`src/rtl/idp_pkg.sv`:
```
package idp_pkg;
  typedef enum logic [2:0] {
    ST_IDLE, ST_ACCT, ST_LAUNCH, ST_ISSUE, ST_WAIT
  } phase_e;

  typedef enum logic [1:0] {
    ERR_NONE    = 2'd0,
    ERR_DMA     = 2'd1,
    ERR_IO      = 2'd2,
    ERR_NOMEDIA = 2'd3
  } fault_e;

  localparam logic [7:0] STAT_BUSY  = 8'h80;
  localparam logic [7:0] STAT_READY = 8'h50;  // ready + seek complete
  localparam logic [7:0] STAT_FAULT = 8'h51;  // ready + error

  localparam int SUB_W      = 11;  // bits of byte index inside a 2048-byte block
  localparam int SECT_SHIFT = 9;   // 512-byte units
endpackage

```
`src/rtl/idp_disk_acct.sv`:
```
module idp_disk_acct
  import idp_pkg::*;
#(
  parameter int LEN_W  = 16,
  parameter int SECT_W = 28,
  parameter int CNT_W  = 16
) (
  input  logic [LEN_W-1:0]  size_i,
  input  logic [SECT_W-1:0] sector_i,
  input  logic [CNT_W-1:0]  count_i,
  output logic [SECT_W-1:0] sector_o,
  output logic [CNT_W-1:0]  count_o,
  output logic              drained_o
);
  localparam int RW = LEN_W + 1;

  logic [RW-1:0] rounded;
  logic [RW-1:0] used;

  // round the chunk up to whole sectors
  always_comb begin
    rounded   = RW'(size_i) + RW'((1 << SECT_SHIFT) - 1);
    used      = rounded >> SECT_SHIFT;
    sector_o  = sector_i + SECT_W'(used);
    count_o   = count_i - CNT_W'(used);
    drained_o = (count_o == '0);
  end
endmodule

```
`src/rtl/idp_pkt_acct.sv`:
```
module idp_pkt_acct
  import idp_pkg::*;
#(
  parameter int LEN_W = 16,
  parameter int LBA_W = 32,
  parameter int PKT_W = 32
) (
  input  logic [LEN_W-1:0]        size_i,
  input  logic [LBA_W-1:0]        lba_i,
  input  logic [SUB_W-1:0]        idx_i,
  input  logic signed [PKT_W-1:0] rem_i,
  output logic [LBA_W-1:0]        lba_o,
  output logic [SUB_W-1:0]        idx_o,
  output logic signed [PKT_W-1:0] rem_o,
  output logic                    finished_o,
  output logic [LBA_W+1:0]        offset_o
);
  localparam int IW = LEN_W + 1;

  logic [IW-1:0] idx_sum;

  always_comb begin
    idx_sum    = IW'(idx_i) + IW'(size_i);
    lba_o      = lba_i + LBA_W'(idx_sum >> SUB_W);
    idx_o      = idx_sum[SUB_W-1:0];
    rem_o      = rem_i - $signed(PKT_W'(size_i));
    finished_o = rem_o[PKT_W-1] | (rem_o == '0);
    // media position in 512-byte units: four per block plus sub-block part
    offset_o   = {lba_i, 2'b00} + (LBA_W + 2)'(idx_i >> SECT_SHIFT);
  end
endmodule

```
`src/rtl/ide_dma_progress.sv`:
```
module ide_dma_progress
  import idp_pkg::*;
#(
  parameter int ADDR_W = 32,
  parameter int LEN_W  = 16,
  parameter int SECT_W = 28,
  parameter int CNT_W  = 16,
  parameter int LBA_W  = 32,
  parameter int PKT_W  = 32
) (
  input  logic                    clk,
  input  logic                    rst_n,
  input  logic                    cfg_load,
  input  logic                    cfg_packet,
  input  logic                    cfg_write,
  input  logic [SECT_W-1:0]       cfg_sector,
  input  logic [CNT_W-1:0]        cfg_count,
  input  logic [LBA_W-1:0]        cfg_lba,
  input  logic [10:0]             cfg_index,
  input  logic signed [PKT_W-1:0] cfg_remain,
  input  logic                    media_absent,
  input  logic                    desc_valid,
  output logic                    desc_ready,
  input  logic [ADDR_W-1:0]       desc_addr,
  input  logic [LEN_W-1:0]        desc_len,
  output logic                    req_valid,
  input  logic                    req_ready,
  output logic                    req_write,
  output logic [ADDR_W-1:0]       req_addr,
  output logic [LEN_W-1:0]        req_len,
  output logic [LBA_W+1:0]        req_offset,
  input  logic                    cmp_valid,
  input  logic                    cmp_err,
  output logic                    done,
  output logic                    done_err,
  output logic [1:0]              err_code,
  output logic                    irq,
  output logic                    cmd_ok,
  output logic [7:0]              status,
  output logic [SECT_W-1:0]       sector,
  output logic [CNT_W-1:0]        remain_sectors,
  output logic [LBA_W-1:0]        lba,
  output logic [10:0]             byte_index,
  output logic signed [PKT_W-1:0] remain_bytes
);
  localparam int OFF_W = LBA_W + 2;

  phase_e                  st_q;
  logic                    pkt_q, wr_q;
  logic [SECT_W-1:0]       sector_q;
  logic [CNT_W-1:0]        nsect_q;
  logic [LBA_W-1:0]        lba_q;
  logic [SUB_W-1:0]        idx_q;
  logic signed [PKT_W-1:0] rem_q;
  logic [LEN_W-1:0]        bufsz_q, cur_len_q, req_len_q;
  logic [ADDR_W-1:0]       cur_addr_q, req_addr_q;
  logic [OFF_W-1:0]        req_off_q;
  logic                    req_wr_q;
  logic                    done_q, done_err_q, irq_q, cmd_ok_q;
  fault_e                  fault_q;
  logic [7:0]              status_q;

  // next-position values from the two progress models
  logic [SECT_W-1:0]       d_sector_nx;
  logic [CNT_W-1:0]        d_count_nx;
  logic                    d_drained;
  logic [LBA_W-1:0]        p_lba_nx;
  logic [SUB_W-1:0]        p_idx_nx;
  logic signed [PKT_W-1:0] p_rem_nx;
  logic                    p_finished;
  logic [OFF_W-1:0]        p_offset;

  idp_disk_acct #(.LEN_W(LEN_W), .SECT_W(SECT_W), .CNT_W(CNT_W)) u_disk (
    .size_i   (bufsz_q),
    .sector_i (sector_q),
    .count_i  (nsect_q),
    .sector_o (d_sector_nx),
    .count_o  (d_count_nx),
    .drained_o(d_drained)
  );

  idp_pkt_acct #(.LEN_W(LEN_W), .LBA_W(LBA_W), .PKT_W(PKT_W)) u_pkt (
    .size_i    (bufsz_q),
    .lba_i     (lba_q),
    .idx_i     (idx_q),
    .rem_i     (rem_q),
    .lba_o     (p_lba_nx),
    .idx_o     (p_idx_nx),
    .rem_o     (p_rem_nx),
    .finished_o(p_finished),
    .offset_o  (p_offset)
  );

  assign desc_ready = (st_q == ST_IDLE) && !cfg_load;
  assign req_valid  = (st_q == ST_ISSUE);

  always_ff @(posedge clk or negedge rst_n) begin
    if (!rst_n) begin
      st_q       <= ST_IDLE;
      pkt_q      <= 1'b0;
      wr_q       <= 1'b0;
      sector_q   <= '0;
      nsect_q    <= '0;
      lba_q      <= '0;
      idx_q      <= '0;
      rem_q      <= '0;
      bufsz_q    <= '0;
      cur_len_q  <= '0;
      cur_addr_q <= '0;
      req_len_q  <= '0;
      req_addr_q <= '0;
      req_off_q  <= '0;
      req_wr_q   <= 1'b0;
      done_q     <= 1'b0;
      done_err_q <= 1'b0;
      irq_q      <= 1'b0;
      cmd_ok_q   <= 1'b0;
      fault_q    <= ERR_NONE;
      status_q   <= 8'h00;
    end else begin
      done_q     <= 1'b0;
      done_err_q <= 1'b0;
      irq_q      <= 1'b0;
      cmd_ok_q   <= 1'b0;
      unique case (st_q)
        ST_IDLE: begin
          if (cfg_load) begin
            pkt_q    <= cfg_packet;
            wr_q     <= cfg_write;
            sector_q <= cfg_sector;
            nsect_q  <= cfg_count;
            lba_q    <= cfg_lba;
            idx_q    <= cfg_index;
            rem_q    <= cfg_remain;
            status_q <= STAT_BUSY;
            fault_q  <= ERR_NONE;
          end else if (desc_valid) begin
            cur_addr_q <= desc_addr;
            cur_len_q  <= desc_len;
            bufsz_q    <= '0;  // a new transfer starts with nothing buffered
            st_q       <= ST_ACCT;
          end
        end
        ST_ACCT: begin
          if (pkt_q) begin
            lba_q <= p_lba_nx;
            idx_q <= p_idx_nx;
            rem_q <= p_rem_nx;
            if (p_finished) begin
              cmd_ok_q <= 1'b1;
              irq_q    <= 1'b1;
              status_q <= STAT_READY;
            end
          end else begin
            sector_q <= d_sector_nx;
            nsect_q  <= d_count_nx;
            if (d_drained) begin
              irq_q    <= 1'b1;
              status_q <= STAT_READY;
            end
          end
          bufsz_q <= '0;
          if (cur_len_q == '0) begin
            done_q  <= 1'b1;
            fault_q <= ERR_NONE;
            st_q    <= ST_IDLE;
          end else begin
            st_q <= ST_LAUNCH;
          end
        end
        ST_LAUNCH: begin
          if (pkt_q && media_absent) begin
            done_q     <= 1'b1;
            done_err_q <= 1'b1;
            fault_q    <= ERR_NOMEDIA;
            status_q   <= STAT_FAULT;
            irq_q      <= 1'b1;
            st_q       <= ST_IDLE;
          end else begin
            req_addr_q <= cur_addr_q;
            req_len_q  <= cur_len_q;
            req_off_q  <= pkt_q ? p_offset : OFF_W'(sector_q);
            req_wr_q   <= !pkt_q && wr_q;
            bufsz_q    <= cur_len_q;
            cur_addr_q <= cur_addr_q + ADDR_W'(cur_len_q);
            cur_len_q  <= '0;
            if (!pkt_q) idx_q <= '0;
            st_q <= ST_ISSUE;
          end
        end
        ST_ISSUE: begin
          if (req_ready) st_q <= ST_WAIT;
        end
        ST_WAIT: begin
          if (cmp_valid) begin
            if (cmp_err) begin
              done_q     <= 1'b1;
              done_err_q <= 1'b1;
              fault_q    <= pkt_q ? ERR_IO : ERR_DMA;
              status_q   <= STAT_FAULT;
              irq_q      <= 1'b1;
              st_q       <= ST_IDLE;
            end else begin
              st_q <= ST_ACCT;
            end
          end
        end
        default: st_q <= ST_IDLE;
      endcase
    end
  end

  assign req_write      = req_wr_q;
  assign req_addr       = req_addr_q;
  assign req_len        = req_len_q;
  assign req_offset     = req_off_q;
  assign done           = done_q;
  assign done_err       = done_err_q;
  assign err_code       = fault_q;
  assign irq            = irq_q;
  assign cmd_ok         = cmd_ok_q;
  assign status         = status_q;
  assign sector         = sector_q;
  assign remain_sectors = nsect_q;
  assign lba            = lba_q;
  assign byte_index     = idx_q;
  assign remain_bytes   = rem_q;

  // ---------------- assertions ----------------
  logic [CNT_W-1:0] disk_total;
  logic [PKT_W-1:0] pkt_total;
  assign disk_total = CNT_W'(sector_q) + nsect_q;
  assign pkt_total  = PKT_W'({lba_q, idx_q}) + PKT_W'(rem_q);

  assert_ready_excl_R1: assert property (@(posedge clk) disable iff (!rst_n)
    !(desc_ready && req_valid));

  // sectors consumed by the disk model equal sectors advanced
  assert_disk_balance_R2: assert property (@(posedge clk) disable iff (!rst_n)
    (st_q == ST_ACCT && !pkt_q) |=> $stable(disk_total));

  // bytes consumed by the packet model equal bytes advanced
  assert_pkt_balance_R4: assert property (@(posedge clk) disable iff (!rst_n)
    (st_q == ST_ACCT && pkt_q) |=> $stable(pkt_total));

  assert_req_hold_R7: assert property (@(posedge clk) disable iff (!rst_n)
    (req_valid && !req_ready) |=> (req_valid && $stable(req_addr) && $stable(req_len)
                                   && $stable(req_offset) && $stable(req_write)));

  assert_err_flag_R9: assert property (@(posedge clk) disable iff (!rst_n)
    done_err |-> done);

  assert_no_media_R10: assert property (@(posedge clk) disable iff (!rst_n)
    (st_q == ST_LAUNCH && pkt_q && media_absent) |=> (!req_valid && done && err_code == 2'd3));

  assert_done_pulse_R12: assert property (@(posedge clk) disable iff (!rst_n)
    done |=> !done);
endmodule

```
`config.mk`:
```
export PLATFORM = sky130hd
export DESIGN_NAME = ide_dma_progress
export DESIGN_NICKNAME = d
export VERILOG_FILES = /design/src/rtl/idp_pkg.sv /design/src/rtl/idp_disk_acct.sv /design/src/rtl/idp_pkt_acct.sv /design/src/rtl/ide_dma_progress.sv
export SDC_FILE = /design/constraint.sdc
export NUM_CORES = 1
export LEC_CHECK = 0
export BUFFER_PORTS_ARGS = -buffer_cell sky130_fd_sc_hd__clkbuf_2
export CAP_MARGIN = 20
export CORE_MARGIN = 10
export CORE_UTILIZATION = 40
export CTS_BUF_LIST = sky130_fd_sc_hd__clkbuf_4
export DETAILED_ROUTE_END_ITERATION = 7
export GPL_TIMING_DRIVEN = 0
export PLACE_DENSITY = 0.65
export SLEW_MARGIN = 20
export SYNTH_ARGS = -nofsm -noshare
export SYNTH_HDL_FRONTEND = slang
export SYNTH_HIERARCHICAL = 1
export SYNTH_SLANG_ARGS = --single-unit
```
`constraint.sdc`:
```
create_clock -name clk -period 4.9 [get_ports clk]
set_input_delay 0.49 -clock clk [delete_from_list [all_inputs] [get_ports clk]]
set_output_delay 0.49 -clock clk [all_outputs]
set_load 0.02 [all_outputs]
```
# Yosys cells after proc, flatten, opt, wreduce, memory -nomap -nowiden
# Cells that the tools add are included.
# W data, S select, Z words.
dict set report totals {
  regBits 285
  word_cells 137
}
dict set report op_classes {
  n_addsub 8
  eq_ne 18
  n_mux 65
  bitwise 2
  n_reduce_logical 23
}
# cell n
set op_table {}
lappend op_table {{$mux W32} 7}
lappend op_table {{$pmux W32 S2} 3}
lappend op_table {{$mux W16} 8}
lappend op_table {{$pmux W16 S2} 2}
lappend op_table {{$mux W28} 2}
lappend op_table {{$mux W8} 7}
lappend op_table {{$pmux W28 S2} 1}
lappend op_table {{$pmux W16 S3} 1}
lappend op_table {{$mux W11} 4}
lappend op_table {{$add A34 B2 Y34} 1}
lappend op_table {{$mux W34} 1}
lappend op_table {{$pmux W11 S3} 1}
lappend op_table {{$add A32 B16 Y32} 1}
lappend op_table {{$add A32 B6 Y32} 1}
lappend op_table {{$logic_not A16 Y1} 2}
lappend op_table {{$logic_not A32 Y1} 1}
lappend op_table {{$pmux W8 S4} 1}
lappend op_table {{$sub A32 B17 Y32} 1}
lappend op_table {{$add A28 B8 Y28} 1}
lappend op_table {{$ne A2 B2 Y1 const B} 11}
lappend op_table {{$add A11 B16 Y17} 1}
lappend op_table {{$add A16 B9 Y17 const B} 1}
lappend op_table {{$mux W2} 8}
lappend op_table {{$sub A16 B8 Y16} 1}
lappend op_table {{other kinds (25)} 48}

# Depth between registers and ports, before layout
dict set report logic_depth {
  ltp_word 6
  ltp_mapped 23
  depth_no_buf 22
}

# By module
# Netlist, hierarchy kept.
# mod n_inst cells_each area_per_inst_um2
set by_module_without_submodules {}
lappend by_module_without_submodules {ide_dma_progress 1 1424 13315.3}
lappend by_module_without_submodules {idp_pkt_acct 1 454 3111.7}
lappend by_module_without_submodules {idp_disk_acct 1 205 1493.9}

# Worst setup path before layout
# OpenSTA, ideal clock, no wires.
dict set report synth_timing {
  kind {register -> register}
  startpoint {register idx_q[0], in the netlist byte_index[0]}
  endpoint {register lba_q[30], in the netlist lba[30]}
  arrival_ns 4.450
  required_time_ns 4.823
  path_slack_ns 0.373
  path_stages_with_launch 23
  path_buffers 0
  period_less_slack_ns 4.527
  path_cell_list {dfrtp_1 ha_1 inv_1 fa_1 nor2b_1 o21ai_0 a21oi_1 o21a_1 o21a_1 o2111a_1 o2111ai_1 and3_1 fa_1 nor2b_1 o21ai_0 a21boi_0 o21a_1 o211ai_1 or3_1 nor2_1 xor2_1 mux2i_1 o21ai_1}
}
dict set report synth_via {
  elab_chain_cells 4
}
# item line_no
set synth_rtl {}
lappend synth_rtl {{start, declared} ide_dma_progress.sv:53} ;# logic [SUB_W-1:0] idx_q;
lappend synth_rtl {{start signal, assigned} ide_dma_progress.sv:133} ;# idx_q <= cfg_index;
lappend synth_rtl {{start signal, assigned} ide_dma_progress.sv:147} ;# idx_q <= p_idx_nx;
lappend synth_rtl {{$add A11 B16 Y17} idp_pkt_acct.sv:23} ;# idx_sum = IW'(idx_i) + IW'(size_i);
lappend synth_rtl {{$add A32 B6 Y32} idp_pkt_acct.sv:24} ;# lba_o = lba_i + LBA_W'(idx_sum >> SUB_W);
lappend synth_rtl {{via p_lba_nx[30]} ide_dma_progress.sv:67} ;# logic [LBA_W-1:0] p_lba_nx;
lappend synth_rtl {{$mux W32} ide_dma_progress.sv:145} ;# if (pkt_q) begin
lappend synth_rtl {{$pmux W32 S2} ide_dma_progress.sv:125} ;# unique case (st_q)
lappend synth_rtl {{end signal, assigned} ide_dma_progress.sv:132} ;# lba_q <= cfg_lba;
lappend synth_rtl {{end signal, assigned} ide_dma_progress.sv:146} ;# lba_q <= p_lba_nx;
lappend synth_rtl {{end, declared} ide_dma_progress.sv:52} ;# logic [LBA_W-1:0] lba_q;
# The timed path passes the listed nets, and every way through them passes these cells. The select of a mux whose other input is x is not followed.
# A chain may end at the register's enable or synchronous reset.

# Worst setup path in the final report
dict set report layout_timing {
  startpoint {register idx_q[1], in the netlist byte_index[1]}
  endpoint {register lba_q[22], in the netlist lba[22]}
}
# Same word-level chain as after synthesis.

==> run_results.csv <==
group,metric,value,unit
global_route,grt_pass1_wl,110000,um
timing,layout_setup_ws,0.209,ns
synth,netlist_area,0.0179,mm^2
global_route,gr-usage-all-layers,26.4,%
floorplanning,rows,77,
critical_path,worstPathCellList,"ha_1, a21o_1, a21oi_1, o21a_1, o21ai_0, a41oi_1, a211o_1, xnor2_1, ha_1, inv_1, fa_2, nor2b_1, o21ai_1, a21boi_1, o21a_1, o211ai_1, buf_4, nor2_1, and3_1, xor2_1, mux2i_1, o21ai_1",
global_route,grt_pass1_vias,18442,
critical_path,critPathArrivalTime,5.40,ns
critical_path,setup.worst_path.start_class,"register",
run,drv_cap,0,
layout,layout_commonest_cell,"nand2_1",
pwr,p_per_area,752,mW/mm^2
layout,final_layout_size_suffix_gt1_share,24.9,%
critical_path,crit_path_top_delay_cell,"dfrtp_1",
floorplanning,io_pins,395,
pwr,peakVddDrop,318,uV
placed_design,dp.cells,3072,
synth,synth.distinct_cells,102,
pwr,p_leak,11.5,nW
layout,stdcell_count,3392,
clock_tree,htree_levels,3,
timing,max_freq,0.213,GHz
timing,setup_viol,0,
critical_path,worstPathRequired,5.61,ns
drt,wl_per_cell,21.5,um
global_route,grt_max_degree,86,
placed_design,gp_congestion,0.936,
synth,syn_inst,2083,
clock_tree,worstSkewPairLatency,0.80,ns
min_path,hold_path_depth,3,
drt,dr.pass1.iters,8,
pwr,combPwrFrac,60.6,%
synth,synth_edf_count,0,
timing,finalSetupTns,0,ns
timing,hold-worst-slack,0.0966,ns
run_status,outcome,"finished with violations",
timing,finClkSkew,0.0520,ns
synth,synthXorXnorAreaFrac,5.72,%
floorplanning,die_area,0.0537,mm^2
pwr,p_clk_share,12.8,%
global_route,grt.overflow.total,0,
layout,final_cell_mix,"nand2_1 (444), clkbuf_2 (390), dfrtp_1 (276), dlygate4sd3_1 (163), mux2i_1 (139)",
clock_tree,cts_made_buffers,82,
critical_path,crit_path_end_kind,"register",
placed_design,place_ws,-0.512,ns
placed_design,dpl_cell_area,0.0208,mm^2
layout,final_cell_area,0.0237,mm^2
synth,async_flop_share,100,%
critical_path,r2r_cells,22,
timing,tightest_slew,1.13,ns
pwr,switching_power,9.32,mW
floorplanning,start_util,40.5,%
min_path,hold_path_class,"primary input to register",
critical_path,slowest_delay,0.48,ns
drt,drc,1,
placed_design,port_buffers,390,
layout,utilization,53.6,%
timing,hold_violations,0,
drt,drtIter0Drc,1691,
timing,timing.final.crit_share,95.7,%
layout,multi_input_area,0.0101,mm^2
clock_tree,cts_buffer_depth,3,
floorplanning,coreArea,0.0442,mm^2
floorplanning,die_height,232,um
layout,fin_nets,2989,
synth,synth-seq-cells,280,
timing,slew_headroom,24.5,%
clock_tree,cts_root_buf,"clkbuf_4",
drt,totalWireLength,72800,um
timing,min_period,4.69,ns
layout,areaGrowthSynthToFinish,32.2,%
synth,ys_dominant_reg_cell,"dfrtp_1",
pwr,internal_power,8.50,mW
pwr,power,17.8,mW
critical_path,worstSetupPathType,"register to register",
clock_tree,cts_tree,"built",
synth,synth_top_family_by_area,"simple AND/OR/NAND/NOR gates",
layout,fill_cells,4110,
floorplanning,die_w,232,um
synth,syn_avg_cell_area,8.60,um^2
placed_design,place_hpwl,55700,um
synth,synth_compound_area_share,15.8,%
synth,synth_fa_ha_area_share,5.21,%
clock_tree,cts.sinks,280,
drt,vias,18483,
drt,routed_via_density,5.45,
synth,synth-simple-area-share,20.6,%
timing,maxSlewViolCount,0,
synth,synthMuxAreaShare,8.01,%
drt,ant_nets,0,
pwr,p_sw_share,52.3,%
synth,synth_seq_area_share,39.1,%
layout,seqCellArea,0.00701,mm^2
clock_tree,clk_pin_slew,0.07,ns
synth,yosys_warnings,6,
critical_path,worstPathMaxFanout,4,
run_status,violations,"DRC",
global_route,antenna_found_initial,5,
pwr,p_seq_share,26.6,%
[worst max-delay path, delay by kind of cell, from the launching register on]
family	cells	cell delay, ns
muxes	1	0.09
buffers and inverters	2	0.26
AOI/OAI and AO/OA	11	2.07
DFF	1	0.48
adders and majority gates	3	0.88
xor gates and xnor gates	2	0.33
and+or+nand+nor	3	0.51
[cells by family after synthesis]
logic type      count (synthesis)
compound gates                453
flops                         280
xor+xnor                      117
buf+inv                       207
simple gates                  811
other cells                     1
mux                           143
fa+ha+maj                      71
[worst paths after layout]
| path | startpoint | to | slack, ns |
|---|---|---|---|
| max | byte_index[1] | lba[22] | 0.21 |
| min | req_ready | st_q[1] | 0.1 |
| max reg2reg | byte_index[1] | lba[22] | 0.21 |
| min reg2reg | req_addr[29] | req_addr[29] | 0.48 |
| max in group asynchronous | rst_n | st_q[0] | 3.41 |
| min in group asynchronous | rst_n | lba[20] | 0.31 |
[Yosys cell counts, types with 12 or more instances]
cell type	count	share of area, %
nand2_1	445	9.3
dfrtp_1	280	39
mux2i_1	140	7.8
nor2_1	109	2.3
o21ai_1	106	3.0
o21ai_0	87	2.4
a21oi_1	80	2.2
xnor2_1	72	3.5
nand3_1	69	1.9
inv_1	66	1.4
ha_1	65	4.5
clkbuf_1	46	0.96
xor2_1	45	2.2
buf_2	43	1.2
buf_4	39	1.6
nor3_1	28	0.78
and3_1	23	0.80
nand4_1	22	0.77
a31oi_1	20	0.70
a21o_1	19	0.80
nor2b_1	15	0.52
nand2b_1	14	0.49
a22oi_1	13	0.54
o211ai_1	13	0.54
o21a_1	12	0.50
or3_1	12	0.42
[timing repair]
action,in CTS,in global routing
setup endpoints to repair,17,22
resized for setup,14,29
setup buffers,2,13
hold buffers,163,0
pin swaps,2,12
endpoints found under the hold margin,244,0
[power by group through the flow]
stage	clock, mW	sequential [mW]	combinational [mW]
floorplan	0	5.26	6.26
finish	2.27	4.74	10.8
detailed placement	0	4.75	10.4
global placement	0	4.72	10.2
global route	2.46	4.88	11.8
CTS	2.34	4.72	10.6
[area by class of cell]
type,instances,area share [%]
multi-input cells,1599,42.6
plain buffers,137,3.13
repair buffers,572,16.1
flip-flops and latches,280,29.6
diodes,4,0.0422
clock buffers,112,3.55
inverters,69,1.09
well taps,592,3.13
clock inverters,27,0.755
[state kept, by name (all words and copies together), names as in the netlist, 2 cells and up]
signal,count
req_addr,32
err_code,2
status,3
bufsz_q,16
byte_index,11
cur_addr_q,32
cur_len_q,16
sector,28
req_offset,34
req_len,16
remain_bytes,32
remain_sectors,16
lba,32
st_q,3
[layer usage]
metal / part of all wire (%) / global-route usage (%) / vias to the layer above
met2: 46 / 42.3 / 842
met5: 0 / 0 / -
met3: 8.8 / 7.09 / 145
met4: 4.0 / 11.9 / 0
li1: - / - / 8622
met1: 41 / 32.7 / 8874
Note: power is estimated with default switching activity, not from simulation.
